## config.mk

```make
export PLATFORM = sky130hd
export DESIGN_NAME = fsteer_top
export DESIGN_NICKNAME = d
export VERILOG_FILES = /design/src/rtl/fsteer_pkg.sv /design/src/rtl/fsteer_timer.sv /design/src/rtl/fsteer_route.sv /design/src/rtl/fsteer_portregs.sv /design/src/rtl/fsteer_top.sv
export SDC_FILE = /design/constraint.sdc
export NUM_CORES = 1
export LEC_CHECK = 0
export BUFFER_PORTS_ARGS = -buffer_cell sky130_fd_sc_hd__buf_4
export CAP_MARGIN = 20
export CORE_ASPECT_RATIO = 1.2
export CORE_MARGIN = 2
export CORE_UTILIZATION = 53
export CTS_CLUSTER_DIAMETER = 50
export DETAILED_ROUTE_END_ITERATION = 12
export PLACE_DENSITY = 0.86
export SLEW_MARGIN = 20
export SYNTH_ARGS = -nofsm -noshare
export SYNTH_HDL_FRONTEND = slang
export SYNTH_HIERARCHICAL = 1
export SYNTH_SLANG_ARGS = --single-unit
export TNS_END_PERCENT = 100
```

## constraint.sdc

```tcl
create_clock -name clk -period 2.7 [get_ports clk]
set_input_delay 0.27 -clock clk [delete_from_list [all_inputs] [get_ports clk]]
set_output_delay 0.27 -clock clk [all_outputs]
set_load 0.02 [all_outputs]
```

## src/rtl/fsteer_pkg.sv

```systemverilog
// Shared types for the fetch steering controller.
package fsteer_pkg;
    typedef enum logic [1:0] {
        BUS_NONE = 2'd0,
        BUS_PRI  = 2'd1,
        BUS_ALT  = 2'd2
    } bus_sel_t;
endpackage

```

## src/rtl/fsteer_timer.sv

```systemverilog
// Slot timer: counts clocks within a fetch slot and tracks which of the two
// slots of a machine cycle is running. Assumes SLOT_CLKS >= 4.
// Reset parks it on the last clock of a second slot, so the first clock after
// release opens slot 0 of a fresh machine cycle.
module fsteer_timer #(
    parameter int SLOT_CLKS = 6,
    localparam int SW = $clog2(SLOT_CLKS)
) (
    input  logic          clk,
    input  logic          rst_n,
    output logic [SW-1:0] sub,
    output logic          second_slot,
    output logic          slot_end,
    output logic          cycle_end
);
    localparam logic [SW-1:0] LAST = SW'(SLOT_CLKS - 1);

    assign slot_end  = (sub == LAST);
    assign cycle_end = slot_end && second_slot;

    // Advance the in-slot clock count and flip slots on wrap.
    always_ff @(posedge clk) begin
        if (!rst_n) begin
            sub         <= LAST;
            second_slot <= 1'b1;
        end else if (slot_end) begin
            sub         <= '0;
            second_slot <= ~second_slot;
        end else begin
            sub <= sub + 1'b1;
        end
    end

    AST_SUB_WRAP: assert property (@(posedge clk) disable iff (!rst_n)
        (sub == LAST) |=> (sub == '0));
    AST_SLOT_FLIP: assert property (@(posedge clk) disable iff (!rst_n)
        (sub == LAST) |=> (second_slot != $past(second_slot)));
endmodule

```

## src/rtl/fsteer_route.sv

```systemverilog
// Route decoder: picks the bus for a fetch address from the held straps.
// Purely combinational; addresses whose bits above SPLIT_BIT-1 are zero count
// as "low" when both straps are set.
module fsteer_route
    import fsteer_pkg::*;
#(
    parameter int ADDR_W    = 16,
    parameter int SPLIT_BIT = 13
) (
    input  logic              bus_en,
    input  logic              ext_acc,
    input  logic [ADDR_W-1:0] addr,
    output bus_sel_t          sel,
    output logic              bad
);
    // Map strap pair plus address to a bus choice.
    always_comb begin
        bad = !bus_en && ext_acc;
        if (bad)
            sel = BUS_NONE;
        else if (!bus_en)
            sel = BUS_PRI;
        else if (!ext_acc)
            sel = BUS_ALT;
        else if (addr[ADDR_W-1:SPLIT_BIT] == '0)
            sel = BUS_ALT;
        else
            sel = BUS_PRI;
    end
endmodule

```

## src/rtl/fsteer_portregs.sv

```systemverilog
// Port registers for the alternate bus when it is used as plain output.
// Two byte registers at fixed register addresses, reset to all ones.
module fsteer_portregs #(
    parameter logic [7:0] LO_ADDR = 8'h91,
    parameter logic [7:0] HI_ADDR = 8'hA1
) (
    input  logic       clk,
    input  logic       rst_n,
    input  logic       we,
    input  logic [7:0] addr,
    input  logic [7:0] wdata,
    output logic [7:0] rdata,
    output logic [7:0] lo_q,
    output logic [7:0] hi_q
);
    // Latch register writes.
    always_ff @(posedge clk) begin
        if (!rst_n) begin
            lo_q <= 8'hFF;
            hi_q <= 8'hFF;
        end else if (we) begin
            if (addr == LO_ADDR) lo_q <= wdata;
            if (addr == HI_ADDR) hi_q <= wdata;
        end
    end

    // Select read data by address.
    always_comb begin
        if (addr == LO_ADDR)      rdata = lo_q;
        else if (addr == HI_ADDR) rdata = hi_q;
        else                      rdata = 8'h00;
    end

    AST_LO_WRITE_LANDS: assert property (@(posedge clk) disable iff (!rst_n)
        (we && addr == LO_ADDR) |=> (lo_q == $past(wdata)));
    AST_HI_UNTOUCHED: assert property (@(posedge clk) disable iff (!rst_n)
        !(we && addr == HI_ADDR) |=> $stable(hi_q));
endmodule

```

## src/rtl/fsteer_top.sv

```systemverilog
// Fetch steering controller top. Holds the straps taken during reset, runs
// two fetch slots per machine cycle, drives the selected bus's address bytes
// and strobes, and captures the returned opcode with its address.
// Assumes next_addr is valid on the last clock of each slot and data_cycle on
// the last clock of each machine cycle.
module fsteer_top
    import fsteer_pkg::*;
#(
    parameter int         ADDR_W    = 16,
    parameter int         SLOT_CLKS = 6,
    parameter int         SPLIT_BIT = 13,
    parameter logic [7:0] LO_SFR    = 8'h91,
    parameter logic [7:0] HI_SFR    = 8'hA1,
    localparam int        HI_W      = ADDR_W - 8,
    localparam int        SW        = $clog2(SLOT_CLKS)
) (
    input  logic              clk,
    input  logic              rst_n,
    input  logic              bus_en,
    input  logic              ext_acc,
    input  logic [ADDR_W-1:0] next_addr,
    input  logic              data_cycle,
    input  logic [7:0]        pri_lo_in,
    input  logic [7:0]        alt_lo_in,
    input  logic              sfr_we,
    input  logic [7:0]        sfr_addr,
    input  logic [7:0]        sfr_wdata,
    output logic [7:0]        sfr_rdata,
    output logic [7:0]        pri_lo_out,
    output logic [HI_W-1:0]   pri_hi_out,
    output logic [7:0]        alt_lo_out,
    output logic [HI_W-1:0]   alt_hi_out,
    output logic              ale,
    output logic              pri_rd_n,
    output logic              alt_rd_n,
    output logic              strap_bad,
    output logic              fetch_valid,
    output logic [7:0]        fetch_data,
    output logic [ADDR_W-1:0] fetch_tag
);
    logic              en_q, ea_q, run_q, skip_q;
    logic [ADDR_W-1:0] cur_addr;
    logic [SW-1:0]     sub;
    logic              second_slot, slot_end, cycle_end;
    bus_sel_t          sel;
    logic              active, in_ale, in_rd;
    logic [7:0]        reg_lo, reg_hi;

    fsteer_timer #(.SLOT_CLKS(SLOT_CLKS)) u_timer (
        .clk(clk), .rst_n(rst_n), .sub(sub), .second_slot(second_slot),
        .slot_end(slot_end), .cycle_end(cycle_end)
    );

    fsteer_route #(.ADDR_W(ADDR_W), .SPLIT_BIT(SPLIT_BIT)) u_route (
        .bus_en(en_q), .ext_acc(ea_q), .addr(cur_addr), .sel(sel), .bad(strap_bad)
    );

    fsteer_portregs #(.LO_ADDR(LO_SFR), .HI_ADDR(HI_SFR)) u_regs (
        .clk(clk), .rst_n(rst_n), .we(sfr_we), .addr(sfr_addr),
        .wdata(sfr_wdata), .rdata(sfr_rdata), .lo_q(reg_lo), .hi_q(reg_hi)
    );

    // Take straps while reset is held; keep them afterwards.
    always_ff @(posedge clk) begin
        if (!rst_n) begin
            en_q <= bus_en;
            ea_q <= ext_acc;
        end
    end

    // Load the slot address, the data-cycle skip flag, and the run flag.
    always_ff @(posedge clk) begin
        if (!rst_n) begin
            run_q    <= 1'b0;
            skip_q   <= 1'b0;
            cur_addr <= '0;
        end else begin
            run_q <= 1'b1;
            if (slot_end)  cur_addr <= next_addr;
            if (cycle_end) skip_q   <= data_cycle;
        end
    end

    assign active = run_q && !strap_bad && !(second_slot && skip_q);
    assign in_ale = active && (sub < SW'(2));
    assign in_rd  = active && (sub >= SW'(3));

    // Strobes for the slot.
    always_comb begin
        ale      = in_ale;
        pri_rd_n = !(in_rd && sel == BUS_PRI);
        alt_rd_n = !(in_rd && sel == BUS_ALT);
    end

    // Address bytes: selected bus shows the address, others idle high; the
    // alternate ports fall back to their registers when not enabled.
    always_comb begin
        pri_lo_out = 8'hFF;
        pri_hi_out = '1;
        alt_lo_out = 8'hFF;
        alt_hi_out = '1;
        if (active && sel == BUS_PRI) begin
            pri_lo_out = cur_addr[7:0];
            pri_hi_out = cur_addr[ADDR_W-1:8];
        end
        if (!en_q) begin
            alt_lo_out = reg_lo;
            alt_hi_out = HI_W'(reg_hi);
        end else if (active && sel == BUS_ALT) begin
            alt_lo_out = cur_addr[7:0];
            alt_hi_out = cur_addr[ADDR_W-1:8];
        end
    end

    // Capture the returned opcode at slot end.
    always_ff @(posedge clk) begin
        if (!rst_n) begin
            fetch_valid <= 1'b0;
            fetch_data  <= '0;
            fetch_tag   <= '0;
        end else begin
            fetch_valid <= slot_end && active;
            if (slot_end && active) begin
                fetch_data <= (sel == BUS_ALT) ? alt_lo_in : pri_lo_in;
                fetch_tag  <= cur_addr;
            end
        end
    end

    AST_ONE_STROBE: assert property (@(posedge clk) disable iff (!rst_n)
        !(!pri_rd_n && !alt_rd_n));
    AST_ALE_NOT_IN_READ: assert property (@(posedge clk) disable iff (!rst_n)
        ale |-> (pri_rd_n && alt_rd_n));
    AST_BAD_SILENT: assert property (@(posedge clk) disable iff (!rst_n)
        strap_bad |-> (pri_rd_n && alt_rd_n && !ale && !fetch_valid));
    AST_ALT_NEEDS_EN: assert property (@(posedge clk) disable iff (!rst_n)
        !alt_rd_n |-> en_q);
    AST_STRAP_HELD: assert property (@(posedge clk) disable iff (!rst_n)
        run_q |=> ($stable(en_q) && $stable(ea_q)));
    AST_VALID_AFTER_READ: assert property (@(posedge clk) disable iff (!rst_n)
        fetch_valid |-> $past(!pri_rd_n || !alt_rd_n));
endmodule

```

==> impl_results.md, run 1 <==
* WL final at 9200 um
* Residual DRC at 0
* WL/cell at 16.31 um
* Largest net degree at the start of global routing at 56
* Syn Nets at 428
* Flop pwr share at 0.417
* Number of gates resized after CTS at 0
* Worst EP arrival at 2150 ps
* Depth of the CTS H-tree at 3
* Dpl cells at 549
* Multi-input gate area at 1632 um2
* Post-DP HPWL at 6475 um
* CP required at 2430 ps
* Psw at 0.7529 mW
* Top-count cell post-synth: dfxtp_1
* Synth Warn # at 6
* Number of CTS-inserted buffers at 9
* Max Clock Skew at 7.369 ps
* Hold depth at 1
* Peak supply drop at 0.3112 mV
* DR iter-0 viols at 244
* Vias in the first global route at 2899
* Total negative slack at 0 ps
* Period utilisation layout at 0.8970
* DIE AREA at 6692 um2
* Cell Area, Synth at 3207 um2
* WS Path Type: reg -> out
* Total power at 2.606 mW
* CP Cell Sequence: o31ai_1, and2_1, nand4b_1, nand2b_1, buf_4
* Ys flop type: dfxtp_1
* Final nets at 534
* Worst Path Max Fanout at 17
* Yosys top cell area share at 0.3933
* RSZ-0062 raised after global routing: false
* Via density at 5.704
* R2R Path Start: ea_q
* Logic gate share of total power at 0.233
* PwrDens at 601.3 nW/um2
* Synth-to-layout area growth at 35.15%
* Core Region at 5934 um2
* GP Congestion at 0.8576
* Via count at 3217
* Final ANT Viol Nets at 0
* Min Clock Period, post-route at 2422 ps
* Actual slew at the worst max-slew pin at 802.8 ps
* Total congestion overflow at 0
* Reg2Reg Capture Point: fetch_tag[11]
* Fin util at 0.7303
* Final cell count without fillers at 564
* Post-cts hold buffer count at 0
* # Post-CTS Setup Buffers at 0
* TritonCTS clock tree: yes
* Post-synthesis sequential area ratio at 0.4120
* Switch share at 0.2889
* Worst r2r path cells at 6
* Root Driver: clkbuf_8
* Async SR Flop Fraction at 0
* Router iterations before antenna repair at 5
* EDFF count, synth at 2
* Register area at 1321 um2
* Die Span Y at 89.21 um
* CTS Sinks at 65
* Status: completed
* Max-slew violation count at 0
* Syn Inst Count at 372
* Average size of a mapped cell at 8.621 um2
* Worst skew pair latency at 340 ps
* GRT Util Overall at 0.2797
* Post-synth top cells: 63 x dfxtp_1, 41 x mux2i_1, 41 x nor2_1
* Initial antenna violation count at 0
* Port Buffers at 122
* Final setup fails at 0
* Setup crit end kind: output pin
* Die Wd at 75.01 um
* Clock slew at reported path FFs at 70 ps
* # rows at 31
* Synth cell types at 39
* Synth top area cells: dfxtp_1 39%, mux2i_1 13%, nor2_1 4.8%
* Initial Util at 0.5404
* CP startpoint kind: flop
* Max cap viols at 0
* Endpoints failing hold at 0
* Ports at 123
* Int Power at 1.853 mW
* Synth Register Bits at 65
* Cell type with the largest total area after synthesis: dfxtp_1
* Max_slew headroom at 0.4648
* Max Clk Rate at 0.4129 GHz
* Clock network power share at 0.349
* Hold endpoint: en_q
* Hold Crit Start: bus_en
* R2r setup slk at 910 ps
* CP max-delay cell: nand4b_1
* Share of post-route cells with drive strength above 1 at 0.3133
* Crit path largest cell delay at 590 ps
* Worst min path class: in -> reg
* First-pass GRT wire length at 14210 um
* Ant diodes at 0
* Layout fillers at 480
* Longest Clk Path Bufs at 2
* LEAKAGE at 1.749 nW
==> worst max-delay path: cells and delay by family, from the launching register on <==
kind,cells,cell delay (ps)
DFF,1,410
and+or+nand+nor,3,1130
AOI/OAI and AO/OA,1,100
buffers and inverters,1,160
==> flip-flops by register name, indices dropped and copies added, names as in the netlist <==
register and flops:
u_regs/hi_q 8, ea_q 1, fetch_valid 1, skip_q 1
en_q 1, fetch_tag 16, run_q 1, cur_addr 16
u_timer/second_slot 1, u_timer/sub 3, fetch_data 8, u_regs/lo_q 8
==> placed cells by master (no fill, tap or decap), types with 2 or more instances in the layout <==
cell and count:
clkbuf_8 12, ha_1 2, and2_1 3, nor2b_1 2, nor4bb_2 2, nand4_1 16
inv_1 18, buf_4 131, o31ai_1 16, a31oi_1 24, nand3_1 17, or4bb_1 2
nor2_1 41, nand2b_1 18, edfxtp_1 2, and3_1 2, mux2i_1 41, a211oi_1 8
dfxtp_1 63, nand2_1 35, a22oi_1 8, o21ai_0 2
==> logic make-up after synthesis <==
| family | share of synthesized area |
|---|---|
| mux | 0.1280 |
| compound gates | 0.1369 |
| fa+ha+maj | 0.007802 |
| buf+inv | 0.08310 |
| simple gates | 0.2322 |
| flops | 0.4120 |
==> final cells by class <==
class / instances / area share
repair buffers: 131 / 0.2269
clock buffers: 14 / 0.04475
clock inverters: 1 / 0.006928
inverters: 19 / 0.01645
well taps: 82 / 0.02367
multi-input cells: 252 / 0.3764
flip-flops and latches: 65 / 0.3049
==> per-stage QoR <==
step	worst slack (ps)	cell area, um2	hold slack, ps
after floorplan	662.6	3207	297.7
after global placement	737.1	4110	442.2
after detailed placement	688.8	4110	449.5
after CTS	304.0	4334	105.3
after global routing	152.7	4334	100.3
final	278.1	4334	116.8
==> routing by layer <==
layer	up-vias	GRT usage	part of all wire
met1	1511	0.3474	0.40
met3	28	0.05750	0.068
li1	1526	-	-
met4	0	0.1136	0.032
met2	152	0.4697	0.50
met5	-	0	0
==> power by group through the flow <==
stage / clock [mW] / sequential [mW] / combinational [mW]
2_1_floorplan: 0 / 1.12 / 0.370
3_3_place_gp: 0 / 1.10 / 0.585
3_5_place_dp: 0 / 1.11 / 0.598
6_report: 0.911 / 1.09 / 0.608
4_1_cts: 0.916 / 1.09 / 0.605
5_1_grt: 0.965 / 1.10 / 0.657
==> worst max-delay path by stage <==
| stage | from | end | slack [ps] |
|---|---|---|---|
| detailed placement | ea_q | pri_rd_n | 690 |
| finish | cur_addr[15] | pri_hi_out[6] | 280 |
| floorplan | en_q | alt_hi_out[5] | 660 |
| CTS | ea_q | pri_rd_n | 300 |
| global route | ea_q | pri_lo_out[2] | 150 |
| global placement | sfr_addr[1] | sfr_rdata[3] | 740 |
No activity file was read; power rests on OpenSTA's default activity.
==> run 2: changes to the inputs <==
Settings changed: CORE_UTILIZATION 53 to 49, PLACE_DENSITY 0.86 to 0.8, SKIP_CTS_REPAIR_TIMING set to 1.
Clock period 2.7 ns to 2.6 ns, I/O delays scaled along.
==> run 2 against run 1 <==
Effect of this change: worst hold slack worse by 5.8 ps; highest routed layer unchanged; critical endpoint is now pri_hi_out[4]; global-route usage down 2.4 points; largest cell class unchanged; largest power group unchanged; utilization down 4.1 points; register-to-register slack worse by 80 ps; critical path type unchanged.
==> impl_results.md, run 2 (same netlist as run 1, synthesis figures left out) <==
* Status: completed
* CP startpoint kind: flop
* Worst Path Max Fanout at 17
* Port Buffers at 122
* DP Worst Slack at 570.4 ps
* CP required at 2340 ps
* Worst EP arrival at 2110 ps
* Longest Clk Path Bufs at 2
* Hold WS at 111.0 ps
* Number of CTS-inserted buffers at 9
* Actual slew at the worst max-slew pin at 813.9 ps
* Layout fillers at 487
* RSZ-0062 raised after global routing: false
* Final worst slack at 228.6 ps
* CP max-delay cell: nand4b_1
* Synth-to-layout area growth at 36.75%
* GP Congestion at 0.8310
* Vias in the first global route at 2999
* Total negative slack at 0 ps
* Worst r2r path cells at 5
* Root Driver: clkbuf_8
* LEAKAGE at 1.772 nW
* WL/cell at 15.79 um
* WL final at 8967 um
* Reg2Reg Capture Point: fetch_data[1]
* Worst skew pair latency at 340 ps
* Peak supply drop at 0.3546 mV
* Final ANT Viol Nets at 0
* Total power at 2.889 mW
* Share of post-route cells with drive strength above 1 at 0.3168
* DR iter-0 viols at 238
* Die Span Y at 92.62 um
* CP Capture Point: pri_hi_out[4]
* Initial Util at 0.5037
* Residual DRC at 0
* R2R Path Start: u_timer/sub[0]
* Final setup fails at 0
* Depth of the CTS H-tree at 3
* Total congestion overflow at 0
* CP Cell Sequence: nor2b_1, nor2b_2, nand4b_1, nand2b_1, buf_4
* Ports at 123
* Via count at 3137
* Die Wd at 77.85 um
* Top Registers: cur_addr: 16 flops, fetch_tag: 16 flops
* Router iterations before antenna repair at 4
* Commonest non-fill, non-tap cell in the layout: buf_4
* WS Path Type: reg -> out
* Most frequent cells in the layout: 131 x buf_4, 63 x dfxtp_1, 41 x nor2_1, 41 x mux2i_1, 35 x nand2_1
* Max Clk Rate at 0.4217 GHz
* Period utilisation layout at 0.9121
* Post-DP HPWL at 6373 um
* Initial antenna violation count at 0
* Fin util at 0.6889
* Via density at 5.523
* Max Clock Skew at 7.264 ps
* # rows at 32
* TritonCTS clock tree: yes
* Endpoints failing hold at 0
* Ant diodes at 0
* Largest net degree at the start of global routing at 56
* DIE AREA at 7210 um2
* Final nets at 534
* Max cap viols at 0
* Worst min path class: in -> reg
* Max_slew headroom at 0.4574
* GRT Util Overall at 0.2561
* Clock slew at reported path FFs at 70 ps
* Core Region at 6366 um2
* Worst Setup SP: ea_q
* Min Clock Period, post-route at 2371 ps
* Max-slew violation count at 0
* Setup crit end kind: output pin
* R2r setup slk at 830 ps
* PwrDens at 658.8 nW/um2
* First-pass GRT wire length at 14600 um
* Crit path largest cell delay at 520 ps
* CTS Sinks at 65
[run 2: worst max-delay path: cells and delay by family, from the launching register on]
kind | cells | cell delay (ps)
simple gates | 4 | 1190
flops | 1 | 420
buf+inv | 1 | 160
[run 2: how the worst min path moves through the flow]
stage	endpoint	startpoint	cells after the start
3_5_place_dp	fetch_tag[8]	fetch_tag[8]	2
2_1_floorplan	run_q	rst_n	0
5_1_grt	ea_q	ext_acc	1
3_3_place_gp	fetch_tag[8]	fetch_tag[8]	2
4_1_cts	en_q	bus_en	1
6_report	en_q	bus_en	1
[run 2: through the flow]
stage          cell area (um2)  instances
3_5_place_dp              4114        552
5_1_grt                   4385        568
2_1_floorplan             3207        372
6_report                  4385        568
4_1_cts                   4385        568
3_3_place_gp              4114        552
[run 2: power by group]
group	total, mW	internal [mW]	switching, mW
combinational	0.628	0.277	0.350
clock	1.13	0.746	0.387
sequential	1.13	1.07	0.0562
[run 2: area by class of cell]
class	instances	area [um2]	area share
Multi-Input combinational cell	252	1632	0.3720
Sequential cell	65	1321	0.3013
Timing Repair Buffer	131	983.4	0.2243
Clock buffer	12	176.4	0.04023
Tap cell	85	106.4	0.02425
Clock inverter	4	95.09	0.02168
Inverter	19	71.32	0.01626
[run 2: per-layer routing]
layer | GRT usage | share of wire
met1 | 0.3226 | 0.41
met2 | 0.4239 | 0.50
met3 | 0.04288 | 0.064
met4 | 0.1235 | 0.028
met5 | 0 | 0
